`src/rtl/xs_pkg.sv`:
```
package xs_pkg;

  typedef struct packed {
    logic valid;
    logic valid_fall;
    logic host_rise;
  } xs_phase_t;

endpackage

```
`src/rtl/xs_sync.sv`:
```
module xs_sync #(
  parameter int STAGES = 2,
  parameter bit RST_VAL = 1'b0
) (
  input  logic clk,
  input  logic rst_n,
  input  logic d,
  output logic q
);
  logic [STAGES-1:0] chain_q;
  logic [STAGES-1:0] chain_d;

  generate
    if (STAGES == 1) begin : g_one
      assign chain_d = d;
    end else begin : g_many
      assign chain_d = {chain_q[STAGES-2:0], d};
    end
  endgenerate

  always_ff @(posedge clk or negedge rst_n) begin
    if (!rst_n) chain_q <= {STAGES{RST_VAL}};
    else        chain_q <= chain_d;
  end

  assign q = chain_q[STAGES-1];
endmodule

```
`src/rtl/xs_win_decode.sv`:
```
module xs_win_decode #(
  parameter int ADDR_W = 20,
  parameter logic [ADDR_W-1:0] WIN_BASE = 20'h0D000,
  parameter logic [ADDR_W-1:0] WIN_LAST = 20'h0DFFF
) (
  input  logic              req,
  input  logic [ADDR_W-1:0] addr,
  output logic              hit
);
  logic above_base;
  logic below_last;

  always_comb begin
    above_base = (addr >= WIN_BASE);
    below_last = (addr <= WIN_LAST);
    hit        = req & above_base & below_last;
  end
endmodule

```
`src/rtl/xs_phase.sv`:
```
module xs_phase
  import xs_pkg::*;
(
  input  logic      clk,
  input  logic      rst_n,
  input  logic      phi_s,
  input  logic      ba_s,
  output xs_phase_t ph
);
  logic phi_q, phi_d;
  logic valid_q, valid_d;

  always_comb begin
    valid_d       = phi_s & ba_s;
    phi_d         = phi_s;
    ph.valid      = valid_d;
    ph.valid_fall = valid_q & ~valid_d;
    ph.host_rise  = phi_s & ~phi_q;
  end

  always_ff @(posedge clk or negedge rst_n) begin
    if (!rst_n) begin
      phi_q   <= 1'b0;
      valid_q <= 1'b0;
    end else begin
      phi_q   <= phi_d;
      valid_q <= valid_d;
    end
  end
endmodule

```
`src/rtl/xs_ctrl.sv`:
```
module xs_ctrl
  import xs_pkg::*;
#(
  parameter int RECOV_COUNT = 2,
  localparam int CNT_W = $clog2(RECOV_COUNT + 1)
) (
  input  logic             clk,
  input  logic             rst_n,
  input  logic             hit,
  input  xs_phase_t        ph,
  output logic             arm_q,
  output logic             rel_q,
  output logic [CNT_W-1:0] cnt_q
);
  localparam logic [CNT_W-1:0] CNT_LAST = CNT_W'(RECOV_COUNT);

  logic             coin_q, coin_d;
  logic             arm_d, rel_d;
  logic [CNT_W-1:0] cnt_d;
  logic             arm_set, arm_clr, cnt_en;

  always_comb begin
    coin_d  = hit & ph.valid;
    arm_set = coin_d & ~coin_q & ~rel_q;
    arm_clr = arm_q & (cnt_q == CNT_LAST);
    cnt_en  = rel_q & ph.host_rise & (cnt_q != CNT_LAST);

    arm_d = arm_q;
    if (arm_clr)      arm_d = 1'b0;
    else if (arm_set) arm_d = 1'b1;

    rel_d = rel_q;
    if (!arm_q)             rel_d = 1'b0;
    else if (ph.valid_fall) rel_d = 1'b1;

    cnt_d = cnt_q;
    if (!rel_q)      cnt_d = '0;
    else if (cnt_en) cnt_d = cnt_q + 1'b1;
  end

  always_ff @(posedge clk or negedge rst_n) begin
    if (!rst_n) begin
      coin_q <= 1'b0;
      arm_q  <= 1'b0;
      rel_q  <= 1'b0;
      cnt_q  <= '0;
    end else begin
      coin_q <= coin_d;
      arm_q  <= arm_d;
      rel_q  <= rel_d;
      cnt_q  <= cnt_d;
    end
  end
endmodule

```
`src/rtl/xfer_wait_sync.sv`:
```
module xfer_wait_sync
  import xs_pkg::*;
#(
  parameter int ADDR_W = 20,
  parameter logic [ADDR_W-1:0] WIN_BASE = 20'h0D000,
  parameter logic [ADDR_W-1:0] WIN_LAST = 20'h0DFFF,
  parameter int SYNC_STAGES = 2,
  parameter int RECOV_COUNT = 2,
  localparam int CNT_W = $clog2(RECOV_COUNT + 1)
) (
  input  logic              clk,
  input  logic              rst_n,
  input  logic              pc_req,
  input  logic [ADDR_W-1:0] pc_addr,
  input  logic              pc_wr_n,
  input  logic              host_phi,
  input  logic              host_ba,
  input  logic              xfer_grant,
  output logic              pc_rdy,
  output logic              buf_en
);
  logic             rst_n_i;
  logic             phi_s, ba_s, hit;
  xs_phase_t        ph;
  logic             arm, rel;
  logic [CNT_W-1:0] rcnt;

  // reset asserts at once, deasserts on a clock edge
  xs_sync #(.STAGES(2), .RST_VAL(1'b0)) u_rst (
    .clk(clk), .rst_n(rst_n), .d(1'b1), .q(rst_n_i));

  xs_sync #(.STAGES(SYNC_STAGES), .RST_VAL(1'b0)) u_phi (
    .clk(clk), .rst_n(rst_n_i), .d(host_phi), .q(phi_s));

  xs_sync #(.STAGES(SYNC_STAGES), .RST_VAL(1'b0)) u_ba (
    .clk(clk), .rst_n(rst_n_i), .d(host_ba), .q(ba_s));

  xs_win_decode #(.ADDR_W(ADDR_W), .WIN_BASE(WIN_BASE), .WIN_LAST(WIN_LAST)) u_dec (
    .req(pc_req), .addr(pc_addr), .hit(hit));

  xs_phase u_phase (
    .clk(clk), .rst_n(rst_n_i), .phi_s(phi_s), .ba_s(ba_s), .ph(ph));

  xs_ctrl #(.RECOV_COUNT(RECOV_COUNT)) u_ctrl (
    .clk(clk), .rst_n(rst_n_i), .hit(hit), .ph(ph),
    .arm_q(arm), .rel_q(rel), .cnt_q(rcnt));

  always_comb begin
    pc_rdy = ~(hit & ~rel);
    buf_en = arm & ph.valid & ~pc_wr_n & xfer_grant;
  end
endmodule

```
`config.mk`:
```
export PLATFORM = sky130hd
export DESIGN_NAME = xfer_wait_sync
export DESIGN_NICKNAME = d
export VERILOG_FILES = /design/src/rtl/xs_pkg.sv /design/src/rtl/xs_sync.sv /design/src/rtl/xs_win_decode.sv /design/src/rtl/xs_phase.sv /design/src/rtl/xs_ctrl.sv /design/src/rtl/xfer_wait_sync.sv
export SDC_FILE = /design/constraint.sdc
export NUM_CORES = 1
export LEC_CHECK = 0
export ABC_CLOCK_PERIOD_IN_PS = 800
export BUFFER_PORTS_ARGS = -buffer_cell sky130_fd_sc_hd__buf_2
export CAP_MARGIN = 20
export CORE_MARGIN = 5
export CORE_UTILIZATION = 36
export CTS_CLUSTER_SIZE = 20
export DETAILED_ROUTE_END_ITERATION = 12
export GPL_TIMING_DRIVEN = 0
export PLACE_DENSITY = 0.66
export SLEW_MARGIN = 0
export SYNTH_ARGS = -nofsm -noshare
export SYNTH_HDL_FRONTEND = slang
export SYNTH_SLANG_ARGS = --single-unit
```
`constraint.sdc`:
```
create_clock -name clk -period 0.8 [get_ports clk]
set_input_delay 0.04 -clock clk [delete_from_list [all_inputs] [get_ports clk]]
set_output_delay 0.04 -clock clk [all_outputs]
set_load 0.01 [all_outputs]
```
## Word-level counts from Yosys, hierarchy flattened

Cells that the tools add are included.

- Register bits after elaboration: 13
- Bits in latches: 0
- RAM bits: 0
- Memory bits (read-only): 0
- Output and inout port bits: 2
- Word-level logic and storage cells: 44
- Memories kept: 0

- Add/subtract/negate cells: 1
- $mul: 0
- Div/mod/pow operators: 0
- Order comparisons: 2
- Equal/unequal tests: 4
- Shift operators: 0
- Mux-type cells: 6
- Bitwise logic cells: 21
- Reductions and logical operators: 1

Operators with widths:

| operator | number |
|---|---|
| $ge 20x16->1 const B | 1 |
| $le 20x16->1 const B | 1 |
| $and 1x1->1 | 15 |
| $ne 2x2->1 const B | 3 |
| $not 1->1 | 6 |
| $mux 1 | 4 |
| $mux 2 | 2 |
| $add 2x1->2 const B | 1 |
| $eq 2x2->1 const B | 1 |
| $reduce_bool 2->1 | 1 |

## Logic depth before layout (Yosys ltp)

- Word-level depth: 8
- Depth in mapped cells: 5
- Mapped depth without buffers: 5

## By module

Synthesis repeated with hierarchy kept, for this count alone.

- Cells, all modules: 38
- Area, all modules: 503.0 um2

By module, submodules not included:

| module | instances | cells an instance | area each (um2) | seq. area each (um2) |
|---|---|---|---|---|
| xs_ctrl | 1 | 20 | 220.2 | 125.1 |
| xs_sync | 3 | 2 | 50.0 | 50.0 |
| xs_phase | 1 | 6 | 85.1 | 50.0 |
| xs_win_decode | 1 | 3 | 27.5 | 0.0 |
| xfer_wait_sync | 1 | 3 | 20.0 | 0.0 |

## Worst setup path after synthesis

Ideal clock, no wire load.

- Path type: register to register
- From: register u_ctrl.cnt_q[0]
- To: register u_ctrl.cnt_q[1]
- Library setup time: 66 ps
- Data arrival time: 1077 ps
- Data required time: 734 ps
- Setup slack: -342 ps
- Cell stages (with the launch flop): 6
- Path buffers: 0
- Clock period less this slack: 1142 ps
- Path through: dfrtp_1 > inv_1 > ha_1 > nor3b_2 > mux2i_1 > and2_1

- Cells in the longest elaborated chain, start to end: 3

RTL lines:

| what | line | source |
|---|---|---|
| start, declared | xs_ctrl.sv:13 | `output logic [CNT_W-1:0] cnt_q` |
| start signal, assigned | xs_ctrl.sv:51 | `cnt_q <= cnt_d;` |
| $add 2x1->2 / $ne 2x2->1 (equally long branches) | xs_ctrl.sv:38, xs_ctrl.sv:26 |  |
| $mux 2 / $and 1x1->1 (equally long branches) | xs_ctrl.sv:38, xs_ctrl.sv:26 |  |
| $mux 2 / $ne 2x2->1 (equally long branches) | -- |  |

Parallel ways exist; a longest one is shown, timed or not. The select of a mux whose other input is x is not followed.
A chain may end at the register's enable or synchronous reset.

## Worst setup path after layout

- From: register u_ctrl.cnt_q[1]
- To: register u_ctrl.cnt_q[1]

Same word-level chain as after synthesis.

==> impl_metrics.ini <==
[yosys]
syn_nets = 63
synth_enable_flop_cells = 0
netlist_instances = 35
synth-compound-area-share = 0.0420
yosys.area.top_type_share = 0.642
synth.ff_latch_count = 13
ys.flop_type = dfrtp_1
ys_async_sr_fraction = 1.00
synth_mux_area_frac = 0.0198
ys_seq_area_frac = 0.642
synthSimpleGateAreaFrac = 0.225
syn_avg_cell_area_um2 = 14.5
yosysMostFrequentCell = dfrtp_1
synth-adder-area-share = 0.0247
synth_top_cells_by_count = dfrtp_1, inv_1, and2_1, nand2_1, nor2b_1
yosys-top-cells-area = dfrtp_1, nor4b_4, o41ai_2
synthXorXnorAreaFrac = 0.0173
synth_top_area_cell = dfrtp_1
yosys_warnings = 0
syn_area_um2 = 507
ys_types = 18
synth_top_family_by_area = simple AND/OR/NAND/NOR gates

[placement]
placedInstanceArea_um2 = 637
numPortBuffers = 16
dp_hpwl_um = 639
gp_congestion = 0.645
dp_slack_ps = -394

[grt]
grt.total_usage = 0.0917
grt_first_pass_wirelength_um = 1400
antenna_found_initial = 0
grt_pass1_vias = 346
grt_max_degree = 12
grt_overflow_total = 0

[detailed_routing]
first_iter_violations = 1
vias = 350
wire_per_inst_um = 11.4
ant_nets = 0
finalWirelength_um = 878
drtPass1Iterations = 2
avgViaCountPerCell = 4.55
drc = 0

[setup_path]
arrival_ps = 1400
rrSetupSlack_ps = -390
crit_required_ps = 1000
startpoint_type = flop
crit_path_end_kind = flop
worstSetupPathType = flop to flop
cp_max_fo = 2

[sta]
report.final.hold_viol_count = 0
rsz0062_at_grt = true
clock_skew_ps = 2.89
worst_slack_ps = -394
fmax_mhz = 837
slew_violations = 0
period_share = 1.49
finalSetupViolCount = 8
finalWorstPathRequiredPeriod_ps = 1190

[die]
rows = 13
start_util = 0.385
pin_count = 29
die_h_um = 47.5
core_area_um2 = 1320
fp.dieW_um = 47.5
die_area_um2 = 2260

[final_layout]
final_layout_size_suffix_gt1_frac = 0.548
diodes = 0
areaGrowthSynthToFinish_pct = 49.1
fin_nets = 91
fin_area_um2 = 756

[cts]
ctsLongestPathBuffers = 2
cts.reportedPaths.clkPinSlew_ps = 70
clock_sinks = 13
cts_buffers = 3
clk_latency_ps = 260
h-tree-depth = 1
clockRootBuffer = clkbuf_4
cts_tree = built

[run_status]
failed_checks = negative setup slack
status = finished with violations

[run]
cap_violations = 0

[pwr]
power.density_nw_per_um2 = 1840
irDropWorstVdd_mv = 1.20
p_leak_nw = 0.390

[hold_path]
worstHoldPathType = input pin to asynchronous set/reset pin
power breakdown:
group	internal [W]	total, W	switching, W
registers	0.000719	0.000783	0.0000646
clock network	0.000193	0.000379	0.000186
logic	0.000147	0.000230	0.0000833
total	0.00106	0.00139	0.000334
layer usage:
layer / GRT usage / part of all wire / vias up
met3: 0.0451 / 0.071 / 0
met2: 0.142 / 0.50 / 12
met4: 0.0166 / 0 / 0
met5: 0 / 0 / -
met1: 0.117 / 0.43 / 166
li1: - / - / 172
flip-flops by register name, indices dropped and copies added, names as in the netlist:
register	cells
u_ctrl.cnt_q	2
u_ctrl.rel_q	1
u_phase.valid_q	1
u_ctrl.coin_q	1
u_rst.chain_q	2
u_ba.chain_q	2
u_ctrl.arm_q	1
u_phase.phi_q	1
u_phi.chain_q	2
per-stage QoR:
stage | util | std cells | TNS [ps] | power, W | hold WS (ps)
after global placement | 0.483 | 66 | -889 | 0.000958 | -174
after detailed placement | 0.483 | 66 | -1020 | 0.000965 | -173
after CTS | 0.566 | 77 | -1710 | 0.00141 | 66.4
final | 0.574 | 77 | -1700 | 0.00139 | 87.2
after floorplan | - | 35 | -676 | 0.000894 | -256
after global routing | 0.574 | 77 | -2110 | 0.00148 | 88.0
what timing repair did:
item / 4_1_cts / 5_1_grt
pin swaps: 5 / 1
buffers inserted: 4 / 2
resized for setup: 5 / 4
endpoints found under the setup margin: 6 / 8
hold buffers: 3 / 0
endpoints found under the hold margin: 4 / 0
cloned: 0 / 0
final timing paths:
path                             startpoint          endpoint  depth (start not counted)
min                                   rst_n  u_rst.chain_q[0]                          2
min reg2reg                u_rst.chain_q[1]   u_ba.chain_q[1]                          0
max                         u_ctrl.cnt_q[1]   u_ctrl.cnt_q[1]                          4
max in group asynchronous  u_rst.chain_q[1]     u_phase.phi_q                          0
min in group clk                pc_addr[17]     u_ctrl.coin_q                          3
max reg2reg                 u_ctrl.cnt_q[1]   u_ctrl.cnt_q[1]                          4
area by class of cell:
class / instances / area, um2
timing repair buffer: 23 / 161
multi-input combinational: 19 / 210
fill: 119 / 562
sequential: 13 / 325
inverter: 3 / 13.8
clock buffer: 4 / 26.3
tap: 15 / 18.8
cell families (layout without fill, tap and decap cells):
logic type | after synthesis | count (layout)
AO/OA/AOI/OAI | 2 | 2
XOR/XNOR | 1 | 1
adder cells (fa/ha/maj) | 1 | 1
buffers and inverters | 3 | 30
flip-flops | 13 | 13
multiplexers | 1 | 1
other | 1 | 1
AND/OR/NAND/NOR | 13 | 13
worst max-delay path: stages (launching register included):
cell	delay, ps
dfrtp_1	410
ha_4	180
nor3b_4	210
mux2i_1	200
and2_1	140
cells in the final DEF, fill, tap and decap left out:
master,instances
o41ai_2,1
ha_4,1
nand2_2,1
clkbuf_1,1
buf_6,5
nand4b_4,1
a21oi_2,1
dfrtp_1,13
nand2_1,1
conb_1,1
buf_2,15
dlygate4sd3_1,3
nor4b_4,1
inv_1,1
mux2i_1,1
xnor2_1,1
nor3b_4,1
nor2b_1,2
and3b_1,1
clkbuf_4,3
and4_4,1
inv_2,1
nor3_2,1
nand2b_1,1
inv_4,1
and2_1,2
Note: power is estimated with default switching activity, not from simulation.
